--- src/rtl/cop_xfer_pkg.sv ---
package cop_xfer_pkg;
  typedef enum logic [1:0] {
    ST_IDLE = 2'd0,
    ST_ARM  = 2'd1,
    ST_OP1  = 2'd2,
    ST_OP2  = 2'd3
  } xfer_st_e;

  typedef struct packed {
    logic req;
    logic we;
    logic io;
  } bus_ctl_t;
endpackage

--- src/rtl/cop_req_sync.sv ---
module cop_req_sync #(
  parameter int STAGES = 2
) (
  input  logic clk_i,
  input  logic rst_ni,
  input  logic d_i,
  output logic q_o
);
  logic [STAGES-1:0] sh_q;

  generate
    if (STAGES == 1) begin : g_one
      always_ff @(posedge clk_i or negedge rst_ni) begin
        if (!rst_ni) sh_q <= '0;
        else         sh_q <= d_i;
      end
    end else begin : g_many
      always_ff @(posedge clk_i or negedge rst_ni) begin
        if (!rst_ni) sh_q <= '0;
        else         sh_q <= {sh_q[STAGES-2:0], d_i};
      end
    end
  endgenerate

  assign q_o = sh_q[STAGES-1];
endmodule

--- src/rtl/cop_xfer_cnt.sv ---
module cop_xfer_cnt #(
  parameter int AW   = 24,
  parameter int CW   = 8,
  parameter int STEP = 2
) (
  input  logic          clk_i,
  input  logic          rst_ni,
  input  logic          load_i,
  input  logic          step_i,
  input  logic [AW-1:0] base_i,
  input  logic [CW-1:0] cnt_i,
  output logic [AW-1:0] addr_o,
  output logic          last_o
);
  localparam logic [AW-1:0] STEP_V = AW'(STEP);
  localparam logic [CW-1:0] ONE_V  = CW'(1);

  logic [AW-1:0] addr_q;
  logic [CW-1:0] cnt_q;

  always_ff @(posedge clk_i or negedge rst_ni) begin
    if (!rst_ni) begin
      addr_q <= '0;
      cnt_q  <= '0;
    end else if (load_i) begin
      addr_q <= base_i;
      cnt_q  <= cnt_i;
    end else if (step_i) begin
      addr_q <= addr_q + STEP_V;
      cnt_q  <= cnt_q - ONE_V;
    end
  end

  assign addr_o = addr_q;
  assign last_o = (cnt_q == ONE_V);
endmodule

--- src/rtl/cop_xfer_fsm.sv ---
module cop_xfer_fsm
  import cop_xfer_pkg::*;
(
  input  logic     clk_i,
  input  logic     rst_ni,
  input  logic     start_i,
  input  logic     cnt_zero_i,
  input  logic     dir_i,
  input  logic     req_i,
  input  logic     hold_req_i,
  input  logic     bus_done_i,
  input  logic     last_i,
  output xfer_st_e state_o,
  output logic     dir_o,
  output logic     load_o,
  output logic     step_o,
  output logic     cap_o,
  output logic     done_o,
  output logic     hold_gnt_o
);
  xfer_st_e st_q, st_d;
  logic     dir_q, done_q, done_d, gnt_q, gnt_d;

  always_comb begin
    st_d   = st_q;
    done_d = 1'b0;
    load_o = 1'b0;
    step_o = 1'b0;
    cap_o  = 1'b0;
    unique case (st_q)
      ST_IDLE: if (start_i) begin
        if (cnt_zero_i) done_d = 1'b1;
        else begin
          load_o = 1'b1;
          st_d   = ST_ARM;
        end
      end
      // hold has priority over opening a new pair
      ST_ARM: if (req_i && !hold_req_i && !gnt_q) st_d = ST_OP1;
      ST_OP1: if (bus_done_i) begin
        cap_o = 1'b1;
        st_d  = ST_OP2;
      end
      ST_OP2: if (bus_done_i) begin
        step_o = 1'b1;
        if (last_i) begin
          done_d = 1'b1;
          st_d   = ST_IDLE;
        end else begin
          st_d = ST_ARM;
        end
      end
      default: st_d = ST_IDLE;
    endcase
  end

  assign gnt_d = hold_req_i && (st_q == ST_IDLE || st_q == ST_ARM);

  always_ff @(posedge clk_i or negedge rst_ni) begin
    if (!rst_ni) begin
      st_q   <= ST_IDLE;
      dir_q  <= 1'b0;
      done_q <= 1'b0;
      gnt_q  <= 1'b0;
    end else begin
      st_q   <= st_d;
      done_q <= done_d;
      gnt_q  <= gnt_d;
      if (load_o) dir_q <= dir_i;
    end
  end

  assign state_o    = st_q;
  assign dir_o      = dir_q;
  assign done_o     = done_q;
  assign hold_gnt_o = gnt_q;
endmodule

--- src/rtl/cop_xfer_seq.sv ---
module cop_xfer_seq
  import cop_xfer_pkg::*;
#(
  parameter int          AW          = 24,
  parameter int          DW          = 16,
  parameter int          CW          = 8,
  parameter int          SYNC_STAGES = 2,
  parameter int          ADDR_STEP   = 2,
  parameter logic [AW-1:0] PORT_ADDR = 24'h0000FA
) (
  input  logic          clk_i,
  input  logic          rst_ni,
  input  logic          start_i,
  input  logic          dir_to_mem_i,
  input  logic [AW-1:0] base_addr_i,
  input  logic [CW-1:0] word_cnt_i,
  input  logic          cop_req_i,
  output logic          cop_ack_o,
  input  logic          hold_req_i,
  output logic          hold_gnt_o,
  output logic          bus_req_o,
  output logic          bus_we_o,
  output logic          bus_io_o,
  output logic [AW-1:0] bus_addr_o,
  output logic [DW-1:0] bus_wdata_o,
  input  logic [DW-1:0] bus_rdata_i,
  input  logic          bus_done_i,
  output logic          done_o
);
  xfer_st_e      st;
  logic          req_s, dir_q, load, step, cap, last;
  logic [AW-1:0] op_addr;
  logic [DW-1:0] data_q;
  bus_ctl_t      ctl;

  cop_req_sync #(.STAGES(SYNC_STAGES)) u_sync (
    .clk_i (clk_i),
    .rst_ni(rst_ni),
    .d_i   (cop_req_i),
    .q_o   (req_s)
  );

  cop_xfer_cnt #(.AW(AW), .CW(CW), .STEP(ADDR_STEP)) u_cnt (
    .clk_i (clk_i),
    .rst_ni(rst_ni),
    .load_i(load),
    .step_i(step),
    .base_i(base_addr_i),
    .cnt_i (word_cnt_i),
    .addr_o(op_addr),
    .last_o(last)
  );

  cop_xfer_fsm u_fsm (
    .clk_i     (clk_i),
    .rst_ni    (rst_ni),
    .start_i   (start_i),
    .cnt_zero_i(word_cnt_i == '0),
    .dir_i     (dir_to_mem_i),
    .req_i     (req_s),
    .hold_req_i(hold_req_i),
    .bus_done_i(bus_done_i),
    .last_i    (last),
    .state_o   (st),
    .dir_o     (dir_q),
    .load_o    (load),
    .step_o    (step),
    .cap_o     (cap),
    .done_o    (done_o),
    .hold_gnt_o(hold_gnt_o)
  );

  always_ff @(posedge clk_i or negedge rst_ni) begin
    if (!rst_ni)  data_q <= '0;
    else if (cap) data_q <= bus_rdata_i;
  end

  // first op reads the source, second op writes the sink
  always_comb begin
    ctl        = '0;
    bus_addr_o = '0;
    unique case (st)
      ST_OP1: begin
        ctl.req    = 1'b1;
        ctl.io     = dir_q;
        bus_addr_o = dir_q ? PORT_ADDR : op_addr;
      end
      ST_OP2: begin
        ctl.req    = 1'b1;
        ctl.we     = 1'b1;
        ctl.io     = ~dir_q;
        bus_addr_o = dir_q ? op_addr : PORT_ADDR;
      end
      default: ;
    endcase
  end

  assign bus_req_o   = ctl.req;
  assign bus_we_o    = ctl.we;
  assign bus_io_o    = ctl.io;
  assign bus_wdata_o = (st == ST_OP2) ? data_q : '0;
  assign cop_ack_o   = (st == ST_OP1);
endmodule

--- config.mk ---
export PLATFORM = sky130hd
export DESIGN_NAME = cop_xfer_seq
export DESIGN_NICKNAME = d
export VERILOG_FILES = /design/src/rtl/cop_xfer_pkg.sv /design/src/rtl/cop_req_sync.sv /design/src/rtl/cop_xfer_cnt.sv /design/src/rtl/cop_xfer_fsm.sv /design/src/rtl/cop_xfer_seq.sv
export SDC_FILE = /design/constraint.sdc
export NUM_CORES = 1
export LEC_CHECK = 0
export BUFFER_PORTS_ARGS = -buffer_cell sky130_fd_sc_hd__buf_2
export CAP_MARGIN = 20
export CORE_UTILIZATION = 42
export DETAILED_ROUTE_END_ITERATION = 10
export PLACE_DENSITY_LB_ADDON = 0.12
export SYNTH_ARGS = -nofsm -noshare
export SYNTH_HDL_FRONTEND = slang
export SYNTH_SLANG_ARGS = --single-unit
--- constraint.sdc ---
create_clock -name clk_i -period 2.35 [get_ports clk_i]
set_input_delay 0.47 -clock clk_i [delete_from_list [all_inputs] [get_ports clk_i]]
set_output_delay 0.47 -clock clk_i [all_outputs]
set_load 0.005 [all_outputs]
Yosys cells after proc, flatten, opt, wreduce, memory -nomap -nowiden
Index checks and enable logic that the tools add are counted.
W data, S select, Z words.
{"block": "word_totals", "output_inout_bits": 46, "reg_bits": 55, "elab_cells": 60, "inputBits": 55}
{"block": "classes", "addsub": 2, "bitwise": 1, "eq_ne": 9, "n_mux": 29, "reduce_logical": 11}
{"op": "$mux W24", "n": 4}
{"op": "$pmux W24 S2", "n": 1}
{"op": "$add A24 B2 Y24 const B", "n": 1}
{"op": "$mux W16", "n": 1}
{"op": "$mux W8", "n": 2}
{"op": "$mux W1", "n": 13}
{"op": "$mux W2", "n": 5}
{"op": "$eq A8 B1 Y1 const B", "n": 1}
{"op": "$logic_not A8 Y1", "n": 1}
{"op": "$pmux W2 S4", "n": 1}
{"op": "$sub A8 B1 Y8 const B", "n": 1}
{"op": "$ne A2 B2 Y1 const B", "n": 3}
{"op": "$reduce_and A5 Y1", "n": 1}
{"op": "$eq A2 B2 Y1 const B", "n": 2}
{"op": "$ne A2 B1 Y1 const B", "n": 2}
{"op": "$pmux W1 S2", "n": 2}
{"op": "$logic_and A1 B1 Y1", "n": 3}
{"op": "$eq A2 B1 Y1 const B", "n": 1}
{"op": "$logic_not A1 Y1", "n": 2}
{"op": "$logic_not A2 Y1", "n": 1}
{"op": "$reduce_bool A2 Y1", "n": 1}
{"op": "$reduce_or A2 Y1", "n": 1}
{"op": "$logic_or A1 B1 Y1", "n": 1}
{"op": "$not A1 Y1", "n": 1}

Logic depth before layout (Yosys ltp)
Gate-level depths: netlist of run 1.
{"block": "depth", "word_depth": 5, "mapped_depth": 8}

Cells and area by module
Synthesis of run 1 repeated with hierarchy kept, for this count alone.
{"block": "unflattened", "cells_unflattened": 344, "hier_area_um2": 3201.8}
{"mod": "cop_xfer_cnt", "instances": 1, "area_each_um2": 1800.5, "cells_each": 203}
{"mod": "cop_xfer_seq", "instances": 1, "area_each_um2": 1012.2, "cells_each": 108}
{"mod": "cop_xfer_fsm", "instances": 1, "area_each_um2": 339.1, "cells_each": 31}
{"mod": "cop_req_sync", "instances": 1, "area_each_um2": 50.0, "cells_each": 2}

Worst setup path before layout of run 1
No wires, ideal clock.
{"block": "synth_path", "kind": "reg-to-reg", "startpoint": "register u_fsm.st_q[0], in the netlist u_fsm.state_o[0]", "endpoint": "register u_cnt.addr_q[22], in the netlist u_cnt.addr_o[22]", "arrival_time_ps": 2073, "stages_incl_launch_ff": 7, "path_buffers": 1, "setup_ps": 82, "setup_slack_ps": 195, "required_time_ps": 2268, "cell_sequence": "dfrtp_1 > ha_1 > nand3_1 > or4_4 > buf_2 > or4_1 > a31oi_1"}
{"block": "synth_between", "elab_chain_cells": 3, "word_cells_on_any_way": 6}
{"item": "start: declaration", "line_no": "cop_xfer_fsm.sv:21", "rtl": "xfer_st_e st_q, st_d;"}
{"item": "start signal: assignment", "line_no": "cop_xfer_fsm.sv:66", "rtl": "st_q <= st_d;"}
{"item": "$eq A2 B2 Y1 or $logic_not A2 Y1 (tied branches)", "line_no": "cop_xfer_fsm.sv:30", "rtl": "unique case (st_q)"}
{"item": "$mux W1", "line_no": "cop_xfer_fsm.sv:30"}
{"item": "$reduce_bool A2 Y1 (no line) or $mux W24 (tied branches)"}
{"item": "end signal: assignment", "line_no": "cop_xfer_cnt.sv:26", "rtl": "addr_q <= base_i;"}
{"item": "end signal: assignment", "line_no": "cop_xfer_cnt.sv:29", "rtl": "addr_q <= addr_q + STEP_V;"}
{"item": "end: declaration", "line_no": "cop_xfer_cnt.sv:18", "rtl": "logic [AW-1:0] addr_q;"}
Parallel ways exist; a longest one is shown, timed or not.
A chain may end at the register's enable or synchronous reset.

Final worst setup path of run 1
{"block": "layout_path", "startpoint": "register u_fsm.st_q[0], in the netlist u_fsm.state_o[0]", "endpoint": "output bus_addr_o[3]"}
{"block": "layout_between", "elab_chain_cells": 2, "word_cells_on_any_way": 3}
{"item": "$eq A2 B2 Y1", "line_no": "cop_xfer_seq.sv:82", "rtl": "unique case (st)"}
{"item": "$pmux W24 S2 *", "line_no": "cop_xfer_seq.sv:82"}
{"item": "end: declaration", "line_no": "cop_xfer_seq.sv:24", "rtl": "output logic [AW-1:0] bus_addr_o,"}
Every way passes the cells marked *; elsewhere a longest branch is shown, timed or not.

==> run metrics, run 1 <==
top cells by area, synth=dfrtp_1, mux2_2, nor2_1; Setup crit start=u_fsm.state_o[0]$_DFFE_PN0P_; Placed Cells=498; cell area after synthesis=a little over 3000 sq um; Critical Path AT=1.79 ns; crit start category=flop; Post-synth EDFFs=0; clk root buf=clkbuf_8; multi-input logic area=1580 sq um; antenna violations before repair=0; CTS tree=done; post-route clock period utilization=0.963; Chip Height=86.9 um; final instance count without filler cells=507; core area=6870 sq um; drc violations=0; power density over the cells=1250 nW/um^2; Pleak=about 1.8 nW; total gr overflow=0; Slew @ Worst Pin=~0.7 ns; crit path to=bus_addr_o[3]; Reg2Reg Depth=5; ys async rst share=1.00; IO Port Bufs=100; worst vdd ir=772 uV; sequential fraction of the synthesis area=0.455; share of cells above drive strength 1=0.348; CP required=1.88 ns; Final Hold Vio Count=0; Max Cap Viol=0; CP max FO=26; Hold Slack=0.274 ns; Final GP Congestion=0.795; outcome=complete, no violations; wire per inst=13.4 um; Finish-stage setup viols=0; synth unique cells=36; Final Max Tran Viols=0; latest clock arrival within the worst-skew pair=0.30 ns; Worst R2R Start=u_fsm.state_o[0]$_DFFE_PN0P_; predominant post-synthesis flop cell=dfrtp_1; register area=1380 sq um; RSZ-0062 raised after global routing=no; Die W=86.9 um; Worst slew margin=0.533; P&R area growth vs syn=25.1%; CTS Buf Count=5; Final min period=2.26 ns; H-tree depth reported by CTS=2; vias in the first global route=2400; drt initial violations=93; Synth top area share=0.455; # IOs=101; maximum clock skew at final layout=about 0.0052 ns; Hold Buf Count CTS=0; Crit Path Category=flop to primary output; post-layout util=0.551; Cells after Synth=311; worst reg2reg setup slack=about 0.21 ns; Worst-path clk slew=around 0.090 ns; row count=30; initial core utilization=0.441; total power=roughly 4.7 mW; Sink Count=55; FF+latch count, synth=55; leading area contributor after synthesis=dfrtp_1; Syn Nets=~370; post-route ant nets=0; Hold Crit Class=input port to flop; GRT Total Usage=0.194; Syn Area/Cell=~9.7 sq um; dpl hpwl=4970 um; Worst setup EP type=primary output; TNS Setup=0 ns; Routed WL=~6800 um; Worst R2R End=u_cnt.addr_o[22]$_DFFE_PN0P_; clk buf depth=2; largest net degree at the start of global routing=56; Max Freq=442 MHz; diode count=0; Yosys Warn Count=0; first drt pass iteration count=4; via total after detailed routing=around 2600; FILL cells=667; first-pass GRT wire length=11500 um; vias per cell=roughly 5.1; Final #Nets=approximately 470; Die ar.=7550 sq um
==> stage by stage <==
stage / instance area, sq um / setup slack [ns]
after CTS: 3760 / 0.0135
after global routing: 3790 / 0.0220
after floorplan: 3030 / 0.195
after global placement: 3660 / 0.260
final: 3790 / 0.0864
after detailed placement: 3660 / 0.217
==> sequential cells by signal, indices dropped and copies added, names as in the netlist <==
signal / flops
u_cnt.addr_o: 24
data_q: 16
u_cnt.cnt_q: 8
u_fsm.state_o: 2
u_sync.sh_q: 2
u_fsm.dir_o: 1
u_fsm.done_o: 1
u_fsm.hold_gnt_o: 1
==> synth_stat cells, drive strengths merged (3+ instances only) <==
cell / count
and4: 5
nor2: 36
o31ai: 6
a21o: 6
xor2: 6
a21oi: 19
nand4: 7
mux2: 20
or4: 10
xnor2: 12
and2: 17
o21ai: 8
dfrtp: 55
inv: 9
clkbuf: 13
or3: 7
nand3: 7
nor2b: 16
nand2: 12
buf: 3
ha: 7
nor3: 4
a31oi: 11
==> cells in the final DEF (no fill, tap or decap), types with 5 or more instances in the layout <==
cell / count
inv_1: 8
a21oi_1: 19
or3_1: 7
nand2_1: 12
nand3_1: 7
xnor2_1: 12
or4_1: 8
xor2_1: 6
nor2_1: 35
mux2_2: 19
o31ai_1: 6
a21o_1: 6
and2_1: 17
nand4_1: 7
ha_1: 7
o21ai_0: 8
buf_2: 100
dfrtp_1: 55
buf_4: 5
a31oi_1: 11
nor2b_1: 16
clkbuf_8: 7
==> worst min-delay path by stage <==
stage                             start                        to  slack, ns  cells after the start
3_5_place_dp   u_sync.sh_q[0]$_DFF_PN0_  u_sync.sh_q[1]$_DFF_PN0_       0.35                      0
6_report                      cop_req_i  u_sync.sh_q[0]$_DFF_PN0_       0.27                      1
4_1_cts                       cop_req_i  u_sync.sh_q[0]$_DFF_PN0_       0.26                      1
5_1_grt                       cop_req_i  u_sync.sh_q[0]$_DFF_PN0_       0.25                      1
2_1_floorplan                    rst_ni     data_q[0]$_DFFE_PN0P_       0.17                      0
3_3_place_gp   u_sync.sh_q[0]$_DFF_PN0_  u_sync.sh_q[1]$_DFF_PN0_       0.33                      0
==> logic make-up (layout without fill, tap and decap cells) <==
logic type	Yosys count	in the layout	share of synthesized area
and+or+nand+nor	127	127	0.233
muxes	22	22	0.0810
xor gates and xnor gates	18	18	0.0521
DFF	55	55	0.455
buffers and inverters	25	125	0.0322
AOI/OAI and AO/OA	57	57	0.118
adders and majority gates	7	7	0.0289
==> where the power goes <==
group	total, mW	switching [mW]	leakage (nW)	internal [mW]
Clock	0.571	0.301	0.0515	0.270
Sequential	1.80	0.400	0.631	1.40
Combinational	2.36	1.13	1.10	1.22
==> routing by layer <==
metal | up-vias | global-route usage | part of all wire
met3 | 7 | 0.0284 | 0.054
met2 | 84 | 0.307 | 0.46
met5 | - | 0 | 0
li1 | 1296 | - | -
met4 | 0 | 0.0500 | 0.010
met1 | 1183 | 0.279 | 0.47
==> cell type report <==
class	instances	share of cell area
well taps	96	0.0317
flip-flops and latches	55	0.363
inverters	9	0.00892
clock buffers	8	0.0264
repair buffers	108	0.153
multi-input cells	231	0.416
==> timing repair <==
item | CTS | global route
resized for setup | 0 | 6
endpoints found under the setup margin | 0 | 25
setup buffers | 0 | 1
==> worst max-delay path: stages (launching register included) <==
cell and delay, ns:
dfrtp_1 0.44, ha_1 0.24, buf_6 0.17, mux2_4 0.33
a21o_1 0.19, buf_2 0.13
Note: power is estimated with default switching activity, not from simulation.
==> run 2, diff against run 1 <==
Settings changed: BUFFER_PORTS_ARGS -buffer_cell sky130_fd_sc_hd__buf_2 to -buffer_cell sky130_fd_sc_hd__buf_4.
==> run 2 against run 1 <==
Net effect:
- via count shrank 0.27%
- critical endpoint unchanged
- core utilization grew 3.6 points
- count of clock-buffer cells in the layout shrank 2
==> run metrics, run 2 (synthesized netlist as in run 1, its figures left out) <==
Die ar.=7550 sq um; Hold Crit Class=input port to async pin; Critical Path AT=around 1.8 ns; RSZ-0062 raised after global routing=no; Max Freq=440 MHz; row count=30; worst vdd ir=between 800 and 900 uV; Worst R2R End=u_fsm.state_o[0]$_DFFE_PN0P_; Final #Nets=469; latest clock arrival within the worst-skew pair=just over 0.3 ns; max reg flops=24; Worst R2R Start=u_cnt.cnt_q[2]$_DFFE_PN0P_; share of cells above drive strength 1=0.346; FILL cells=between 600 and 700; first-pass GRT wire length=roughly 11000 um; Final Max Tran Viols=0; outcome=complete, no violations; drt initial violations=100; total power=between 5 and 6 mW; Die W=86.9 um; antenna violations before repair=0; GRT Total Usage=0.192; diode count=0; IO Port Bufs=100; Comb power frac=0.519; Pleak=1.83 nW; Sw Share=0.371; maximum clock skew at final layout=0.00765 ns; Routed WL=7010 um; Reg2Reg Depth=4; drc violations=0; Final Hold Vio Count=0; # IOs=between 100 and 150; via total after detailed routing=2563; CP required=between 1.5 and 2 ns; Seq pwr share=0.353; initial core utilization=0.441; P&R area growth vs syn=33.3%; first drt pass iteration count=4; Crit Path Category=flop to primary output; setup bufs post-CTS=0; Final GP Congestion=0.765; Finish-stage setup viols=0; clk root buf=clkbuf_8; Max Cap Viol=0; Int Pwr=between 3 and 4 mW; Worst slew margin=0.530; post-route clock period utilization=0.968; Final min period=2.27 ns; crit start category=flop; clock share of power=0.128; multi-input logic area=1580 sq um; Chip Height=86.9 um; CTS Buf Count=5; Worst-path clk slew=0.09 ns; Placed Area=3900 sq um; worst reg2reg setup slack=between 0.2 and 0.25 ns; H-tree depth reported by CTS=2; core area=6870 sq um; TNS Setup=0 ns; largest net degree at the start of global routing=56; total gr overflow=0; wire per inst=13.9 um; post-layout util=0.588; dpl hpwl=around 5000 um; clk buf depth=2; vias in the first global route=between 2000 and 2500; most frequent cells in the layout=buf_4, dfrtp_1, nor2_1; register area=1380 sq um; Hold Slack=0.208 ns; CP max FO=26; vias per cell=5.09; Worst setup EP type=primary output; power density over the cells=around 1300 nW/um^2; post-route ant nets=0; final instance area=4040 sq um; Psw=about 1.9 mW; CTS tree=done; Slew @ Worst Pin=0.705 ns; commonest non-fill, non-tap cell in the layout=buf_4; Sink Count=55
==> run 2: worst max-delay path by stage <==
stage / start / end / slack (ns) / depth (start not counted)
2_1_floorplan: u_fsm.state_o[0]$_DFFE_PN0P_ / u_cnt.addr_o[22]$_DFFE_PN0P_ / 0.19 / 6
3_3_place_gp: u_cnt.cnt_q[2]$_DFFE_PN0P_ / u_fsm.state_o[0]$_DFFE_PN0P_ / 0.26 / 4
3_5_place_dp: u_fsm.state_o[0]$_DFFE_PN0P_ / u_cnt.addr_o[19]$_DFFE_PN0P_ / 0.18 / 6
4_1_cts: u_fsm.state_o[0]$_DFFE_PN0P_ / bus_addr_o[23] / 0.0002 / 6
5_1_grt: u_fsm.state_o[0]$_DFFE_PN0P_ / bus_addr_o[23] / 0.005 / 6
6_report: u_fsm.state_o[0]$_DFFE_PN0P_ / bus_addr_o[3] / 0.08 / 5
==> run 2: cell type report <==
class,instances,area share
multi-input cells,231,0.390
repair buffers,105,0.201
clock buffers,6,0.0205
flip-flops and latches,55,0.341
clock inverters,2,0.00868
inverters,9,0.00837
well taps,96,0.0298
==> run 2: routing by layer <==
layer  vias up  global-route usage  part of all wire  wire, um
met5         -                   0                 0         0
met4         0              0.0409            0.0051        36
met3         2              0.0389             0.050       348
met2        73               0.314              0.46      3250
met1      1203               0.264              0.48      3370
li1       1285                   -                 -         -
==> run 2: repair_timing <==
action	in CTS	in global routing
endpoints found under the setup margin	0	24
gates resized for setup	0	7
hold buffers	0	0
hold endpoints to repair	0	0
==> run 2: power groups by stage <==
stage               logic (mW)  clock network [mW]  registers [mW]
CTS                       2.63               0.673            1.80
finish                    2.65               0.653            1.80
detailed placement        2.61                   0            1.82
global route              2.92               0.707            1.88
global placement          2.57                   0            1.80
floorplan                 1.57                   0            1.68
==> run 2: worst max-delay path: stages, from the launching register on <==
cell and delay, ns:
dfrtp_2 0.45, ha_1 0.24, buf_8 0.17, mux2_4 0.32, a21o_1 0.19, buf_4 0.14
==> run 2: through the flow <==
step / cells / setup slack, ns
global placement: 496 / 0.262
finish: 504 / 0.0760
global route: 504 / 0.00486
CTS: 504 / 0.000210
floorplan: 311 / 0.195
detailed placement: 496 / 0.179
